$ cat config.mk
export PLATFORM = sky130hd
export DESIGN_NAME = zoom_frame_seq
export DESIGN_NICKNAME = d
export VERILOG_FILES = /design/src/rtl/zoom_frame_seq_pkg.sv /design/src/rtl/zoom_frame_seq_ctrl.sv /design/src/rtl/zoom_frame_seq_dp.sv /design/src/rtl/zoom_frame_seq.sv
export SDC_FILE = /design/constraint.sdc
export NUM_CORES = 1
export LEC_CHECK = 0
export BUFFER_PORTS_ARGS = -buffer_cell sky130_fd_sc_hd__clkbuf_2
export CAP_MARGIN = 40
export CORE_ASPECT_RATIO = 1.1
export CORE_MARGIN = 2
export CORE_UTILIZATION = 45
export DETAILED_ROUTE_END_ITERATION = 8
export GPL_TIMING_DRIVEN = 0
export PLACE_DENSITY = 0.67
export SYNTH_ARGS = -nofsm -noshare
export SYNTH_HDL_FRONTEND = slang
export SYNTH_HIERARCHICAL = 1
export SYNTH_SLANG_ARGS = --single-unit
$ cat constraint.sdc
create_clock -name clk -period 3.7 [get_ports clk]
set_input_delay 0.74 -clock clk [delete_from_list [all_inputs] [get_ports clk]]
set_output_delay 0.74 -clock clk [all_outputs]
set_load 0.005 [all_outputs]
$ cat src/rtl/zoom_frame_seq_pkg.sv
package zoom_frame_seq_pkg;

  typedef enum logic [1:0] {
    SEQ_IDLE,
    SEQ_SAMPLE,
    SEQ_SAR,
    SEQ_FINE
  } seqState_t;

  // strobes the control hands to the SAR datapath
  typedef struct packed {
    logic sample;
    logic sarStep;
    logic frameEnd;
  } sarCtl_t;

endpackage

$ cat src/rtl/zoom_frame_seq_ctrl.sv
module zoom_frame_seq_ctrl
  import zoom_frame_seq_pkg::*;
#(
  parameter int SAMPLE_CYCLES = 1,
  parameter int SAR_BITS      = 8,
  parameter int FINE_CYCLES   = 16
) (
  input  logic    clk,
  input  logic    rst,
  input  logic    freeRun,
  input  logic    start,
  output sarCtl_t dpCtl,
  output logic    sampleEn,
  output logic    cmpMode,
  output logic    modEn,
  output logic    fineClr,
  output logic    oscAlignRst,
  output logic    pfdRst,
  output logic    frameDone
);

  localparam int MAX_A   = (SAMPLE_CYCLES > SAR_BITS) ? SAMPLE_CYCLES : SAR_BITS;
  localparam int MAX_LEN = (MAX_A > FINE_CYCLES) ? MAX_A : FINE_CYCLES;
  localparam int CNT_W   = (MAX_LEN > 1) ? $clog2(MAX_LEN) : 1;
  localparam logic [CNT_W-1:0] SAMPLE_LAST = CNT_W'(SAMPLE_CYCLES - 1);
  localparam logic [CNT_W-1:0] SAR_LAST    = CNT_W'(SAR_BITS - 1);
  localparam logic [CNT_W-1:0] FINE_LAST   = CNT_W'(FINE_CYCLES - 1);

  seqState_t        state;
  logic [CNT_W-1:0] cnt;

  always_ff @(posedge clk) begin
    if (rst) begin
      state <= SEQ_SAMPLE;
      cnt   <= '0;
    end else begin
      unique case (state)
        SEQ_IDLE: begin
          if (start || freeRun) state <= SEQ_SAMPLE;
          cnt <= '0;
        end
        SEQ_SAMPLE: begin
          if (cnt == SAMPLE_LAST) begin
            state <= SEQ_SAR;
            cnt   <= '0;
          end else begin
            cnt <= cnt + 1'b1;
          end
        end
        SEQ_SAR: begin
          if (cnt == SAR_LAST) begin
            state <= SEQ_FINE;
            cnt   <= '0;
          end else begin
            cnt <= cnt + 1'b1;
          end
        end
        SEQ_FINE: begin
          if (cnt == FINE_LAST) begin
            state <= freeRun ? SEQ_SAMPLE : SEQ_IDLE;
            cnt   <= '0;
          end else begin
            cnt <= cnt + 1'b1;
          end
        end
        default: begin
          state <= SEQ_SAMPLE;
          cnt   <= '0;
        end
      endcase
    end
  end

  logic inFine;
  assign inFine = (state == SEQ_FINE);

  assign sampleEn    = (state == SEQ_SAMPLE);
  assign cmpMode     = (state == SEQ_SAR);
  assign modEn       = inFine;
  assign fineClr     = (state == SEQ_SAR) && (cnt == SAR_LAST);
  assign oscAlignRst = !inFine;
  assign pfdRst      = !inFine;
  assign frameDone   = inFine && (cnt == FINE_LAST);

  assign dpCtl.sample   = (state == SEQ_SAMPLE);
  assign dpCtl.sarStep  = (state == SEQ_SAR);
  assign dpCtl.frameEnd = inFine && (cnt == FINE_LAST);

endmodule

$ cat src/rtl/zoom_frame_seq_dp.sv
module zoom_frame_seq_dp
  import zoom_frame_seq_pkg::*;
#(
  parameter int SAR_BITS = 8,
  parameter int CNT_W    = 16
) (
  input  logic                clk,
  input  logic                rst,
  input  sarCtl_t             dpCtl,
  input  logic                cmpDecision,
  output logic [SAR_BITS-1:0] capCode,
  output logic [CNT_W-1:0]    frameCount
);

  localparam logic [SAR_BITS-1:0] MSB_MASK = {1'b1, {(SAR_BITS-1){1'b0}}};

  logic [SAR_BITS-1:0] sarReg;
  logic [SAR_BITS-1:0] trialMask;
  logic [SAR_BITS-1:0] trialCode;

  // one-hot pointer walks from MSB to LSB, one bit per SAR cycle
  always_ff @(posedge clk) begin
    if (rst || dpCtl.sample) trialMask <= MSB_MASK;
    else if (dpCtl.sarStep)  trialMask <= trialMask >> 1;
  end

  genvar gi;
  generate
    for (gi = 0; gi < SAR_BITS; gi++) begin : g_bit
      assign trialCode[gi] = sarReg[gi] | trialMask[gi];
      always_ff @(posedge clk) begin
        if (rst || dpCtl.sample)
          sarReg[gi] <= 1'b0;
        else if (dpCtl.sarStep && trialMask[gi])
          sarReg[gi] <= cmpDecision;
      end
    end
  endgenerate

  always_comb begin
    if (dpCtl.sample)       capCode = '0;
    else if (dpCtl.sarStep) capCode = trialCode;
    else                    capCode = sarReg;
  end

  always_ff @(posedge clk) begin
    if (rst)                 frameCount <= '0;
    else if (dpCtl.frameEnd) frameCount <= frameCount + 1'b1;
  end

endmodule

$ cat src/rtl/zoom_frame_seq.sv
module zoom_frame_seq
  import zoom_frame_seq_pkg::*;
#(
  parameter int SAMPLE_CYCLES = 1,
  parameter int SAR_BITS      = 8,
  parameter int FINE_CYCLES   = 16,
  parameter int CNT_W         = 16
) (
  input  logic                clk,
  input  logic                rst,
  input  logic                freeRun,
  input  logic                start,
  input  logic                cmpDecision,
  output logic                sampleEn,
  output logic                cmpMode,
  output logic                modEn,
  output logic                fineClr,
  output logic                oscAlignRst,
  output logic                pfdRst,
  output logic [SAR_BITS-1:0] capCode,
  output logic                frameDone,
  output logic [CNT_W-1:0]    frameCount
);

  sarCtl_t dpCtl;

  zoom_frame_seq_ctrl #(
    .SAMPLE_CYCLES(SAMPLE_CYCLES),
    .SAR_BITS     (SAR_BITS),
    .FINE_CYCLES  (FINE_CYCLES)
  ) u_ctrl (
    .clk        (clk),
    .rst        (rst),
    .freeRun    (freeRun),
    .start      (start),
    .dpCtl      (dpCtl),
    .sampleEn   (sampleEn),
    .cmpMode    (cmpMode),
    .modEn      (modEn),
    .fineClr    (fineClr),
    .oscAlignRst(oscAlignRst),
    .pfdRst     (pfdRst),
    .frameDone  (frameDone)
  );

  zoom_frame_seq_dp #(
    .SAR_BITS(SAR_BITS),
    .CNT_W   (CNT_W)
  ) u_dp (
    .clk        (clk),
    .rst        (rst),
    .dpCtl      (dpCtl),
    .cmpDecision(cmpDecision),
    .capCode    (capCode),
    .frameCount (frameCount)
  );

endmodule

== Word level (Yosys, flattened, before mapping) ==
Cells that the tools add are included.

* $add $sub $neg: 2
* Multiply operators: 0
* Divide/modulo/power cells: 0
* Magnitude comparators: 0
* Eq/ne operators: 9
* Shift-type cells: 0
* Muxes and demuxes: 12
* Bitwise gates (word level): 8
* Reductions and logical operators: 16

{| class="wikitable"
|+ Operators with widths
! kind !! count
|-
| 16-bit by 1-bit adder with 16-bit output (second input constant) || 1
|-
| 8-bit 2-to-1 mux || 2
|-
| 4-bit one-hot mux with 4 select lines || 1
|-
| 4-bit 2-to-1 mux || 3
|-
| 1-bit logical AND || 10
|-
| 2-bit 2-to-1 mux || 4
|-
| 1-bit bitwise OR || 8
|-
| 2-bit one-hot mux with 4 select lines || 1
|-
| 2-bit by 1-bit != test with 1-bit output (second input constant) || 3
|-
| 4-bit by 1-bit adder with 4-bit output (second input constant) || 1
|-
| 2-bit == test (second input constant) || 2
|-
| 4-bit by 3-bit == test with 1-bit output (second input constant) || 1
|-
| 4-bit == test (second input constant) || 1
|-
| 4-bit zero test || 1
|-
| 4-bit AND reduction || 1
|-
| 2-bit by 1-bit == test with 1-bit output (second input constant) || 1
|-
| 2-bit zero test || 1
|-
| 1-bit logical OR || 2
|-
| 2-bit != test (second input constant) || 1
|-
| 1-bit zero test || 1
|-
| 1-bit 2-to-1 mux || 1
|}

* Register bits after elaboration: 38
* Bits in latches: 0
* RAM bits: 0
* Bits in read-only memories: 0
* Input port bits: 5
* Output and inout bits: 31
* Word-level logic and storage cells: 59
* Memories: 0

== Depth between registers and ports, before layout ==
* Depth after elaboration: 3
* Gate-level depth with buffers: 9

== Hierarchy ==
The synthesis kept the hierarchy.

{| class="wikitable"
|+ Modules (own cells, without submodules)
! module !! times used !! cells each !! area an instance (µm²) !! seq. area each (µm²)
|-
| zoom_frame_seq_dp || 1 || 172 || 1381.3 || 640.6
|-
| zoom_frame_seq_ctrl || 1 || 52 || 446.7 || 120.1
|}

== Worst setup path after synthesis ==
No wires, ideal clock.

* Kind: register -> output
* Start point: reg u_ctrl.state[0]
* End point: out capCode[3]
* Data arrival time: 1512 ps
* Data required time: 2960 ps
* Setup slack: 1448 ps
* Stages on the path, launching flop included: 8
* Buffers on the path: 3
* Cells stage by stage: dfxtp_1 inv_1 ha_1 buf_4 clkbuf_1 clkbuf_1 a21oi_1 nor2_1

* Longest elaborated chain between the ends: 3

{| class="wikitable"
|+ Ends and longest elaborated chain
! element !! line !! text
|-
| start, declared || zoom_frame_seq_ctrl.sv:29 || <nowiki>seqState_t state;</nowiki>
|-
| start signal, assigned || zoom_frame_seq_ctrl.sv:60 || <nowiki>state <= freeRun ? SEQ_SAMPLE : SEQ_IDLE;</nowiki>
|-
| 2-bit == test || - ||
|-
| named net cmpMode || zoom_frame_seq.sv:15 || <nowiki>output logic cmpMode,</nowiki>
|-
| 8-bit 2-to-1 mux || zoom_frame_seq_dp.sv:42 || <nowiki>else if (dpCtl.sarStep) capCode = trialCode;</nowiki>
|-
| 8-bit 2-to-1 mux || zoom_frame_seq_dp.sv:41 || <nowiki>if (dpCtl.sample) capCode = '0;</nowiki>
|-
| end, declared || zoom_frame_seq.sv:20 || <nowiki>output logic [SAR_BITS-1:0] capCode,</nowiki>
|}

The timed path passes the listed nets, and every way through them passes these cells.

==> metrics <==
DRC=0; worst path arrival time=2240 ps; count leader, synth=dfxtp_1; top cells by count, synth=dfxtp_1 (38), nor2_1 (31), nand2_1 (30); drt wl/cell=11.8 µm; Net Sw Frac=31.6%; CTS tree=built; Peak supply drop=0.231 mV; Slew Limit Fails=0; Layout Nets=278; Via Count=1628; number of synthesized flops with an enable pin=0; DIE AREA=4590 µm²; top area cells in the synthesized netlist=dfxtp_1 (42%), a21oi_1 (7.4%), nor2_1 (6.4%); max-cap viol count=0; total power=0.00100 W; hold_buf cts=0; Final Skew=2.81 ps; PostCTS Resize Cnt=0; GRT Resource Usage Total=17.6%; Post-Syn Nets=237; Final Hold Violating Endpoints=0; placed cell areas=2060 µm²; reg2reg path depth=9; Tmin final=2980 ps; RSZ-0062 raised after global routing=false; postcts setup bufs=0; starting density of the core=46.5%; iteration-0 DRC count of the detailed router=71; combinational share of power=26.6%; area grow syn2layout=17.9%; CP Capture Type=output pin; highest clock rate=335 MHz; ys flop type=dfxtp_1; post-synthesis cell count=224; Yosys warnings=6; Clock power frac=29.0%; register area share after synthesis=41.6%; setup tns final=0 ps; # H-tree levels=2; Site Rows=24; Critical Path Fanout Max=10; Sw Pwr=0.000317 W; first-pass GRT wire length=6360 µm; drt pass-1 iters=4; Longest Clk Path Bufs=2; count of input and output buffers=34; outcome=complete, no violations; Die H=70.8 µm; Placer Congestion=0.757; depth of the worst hold-timing path=2; flops & latches, synth=38; share of cells above drive strength 1=21.4%; initial antenna violation count=0; top-area cell type share of the netlist area=41.6%; vias in the first global route=1466; clock slew at reported path FFs=70 ps; Post-synth ARST share=0%; sequential group share of total power=44.5%; TritonCTS Buffers=5; final period utilization=80.7%; Syn Area/Cell=8.16 µm²; Core Region=3930 µm²; top cell type by total area after synthesis=dfxtp_1; Power Dens Cells=466 nW/µm²; Worst Max-Slew Pin Slew=548 ps; Critical Path RT=2960 ps; Final ANT Viol Nets=0; Leak=0.866 nW; root buf cell=clkbuf_8; worst skew pair latency=290 ps; Hold Path Class=flop to flop; Post-Route WL=3750 µm; Worst slew margin=63.2%; grt ovf=0; DP HPWL=2680 µm; fin area=2150 µm²; mapped cell area=1830 µm²; Internal=0.000686 W; CTS Sinks=38; crit path kind=flop to output pin; IO Count=36; endpoints failing setup=0; Synth cell types=39; via/cell ratio=5.12; largest net degree at the start of global routing=12; CP Launch Type=flop; Die Wd=64.8 µm; # diodes=0
state kept, by name, summed over array words and instances, names as in the netlist:
signal           flops
u_dp/trialMask       8
u_ctrl/cnt           4
u_ctrl/state         2
u_dp/frameCount     16
u_dp/sarReg          8
worst max-delay path, cell delays in order (launching register included):
cell and delay [ps]:
dfxtp_1 350, inv_1 120, ha_1 310, buf_4 160
clkbuf_1 240, clkbuf_1 390, a21oi_1 140, nor2_1 120
clkbuf_2 120
metal layers:
metal | share of wire [%] | global-route usage, % | routed length [µm]
met3 | 4.3 | 4.93 | 162
met1 | 48 | 21.4 | 1790
met2 | 46 | 28.9 | 1730
met5 | 0 | 0 | 0
met4 | 1.7 | 7.80 | 65
placed cells by master (no fill, tap or decap), types with 5 or more instances in the layout:
cell type | synthesis | layout
buf_4 | 5 | 5
clkbuf_1 | 7 | 8
a21oi_1 | 27 | 27
nor2_1 | 31 | 31
clkbuf_8 | 0 | 6
nand2_1 | 30 | 30
dfxtp_1 | 38 | 38
nor3_1 | 5 | 5
clkbuf_2 | 0 | 34
nand3_1 | 14 | 14
xor2_1 | 7 | 7
inv_1 | 7 | 7
nand4_1 | 5 | 5
ha_1 | 8 | 8
path summary, 6_finish.rpt:
check,start,endpoint,slack (ps)
max reg2reg,u_ctrl/cnt[0],u_dp/frameCount[13],1390
max,u_ctrl/state[0],capCode[7],720
min reg2reg,u_dp/sarReg[7],u_dp/sarReg[7],460
min,u_dp/sarReg[7],u_dp/sarReg[7],460
power groups by stage:
stage / clock network (W) / logic, W / registers [W]
floorplan: 0 / 0.000199 / 0.000452
global placement: 0 / 0.000267 / 0.000455
detailed placement: 0 / 0.000267 / 0.000456
CTS: 0.000303 / 0.000269 / 0.000446
global route: 0.000319 / 0.000306 / 0.000448
finish: 0.000291 / 0.000266 / 0.000446
area by class of cell:
cell class                 count  area, µm²
buffer                        14       72.6
clock buffer                   7       86.3
clock inverter                 1       5.00
fill                         400       1780
inverter                       7       26.3
multi-input combinational    165        968
sequential                    38        761
tap                           52       65.1
timing repair buffer          34        170
per-stage QoR:
| stage | hold slack, ps | setup slack [ps] | util [%] | std cells |
|---|---|---|---|---|
| after global placement | 446 | 1070 | 52.4 | 310 |
| after CTS | 458 | 727 | 54.8 | 318 |
| after detailed placement | 449 | 1050 | 52.4 | 310 |
| final | 456 | 716 | 54.8 | 318 |
| after floorplan | 430 | 1450 | - | 224 |
| after global routing | 483 | 486 | 54.8 | 318 |
cell families (layout without fill, tap and decap cells):
group                      Yosys count  in the layout  synth area share (%)
buffers and inverters               21             63                  5.41
muxes                                4              4                  2.40
AOI/OAI and AO/OA                   38             38                  12.0
adders and majority gates            8              8                  5.48
and+or+nand+nor                    104            104                  27.9
DFF                                 38             38                  41.6
xor gates and xnor gates            11             11                  5.27
Note: power is estimated with default switching activity, not from simulation.
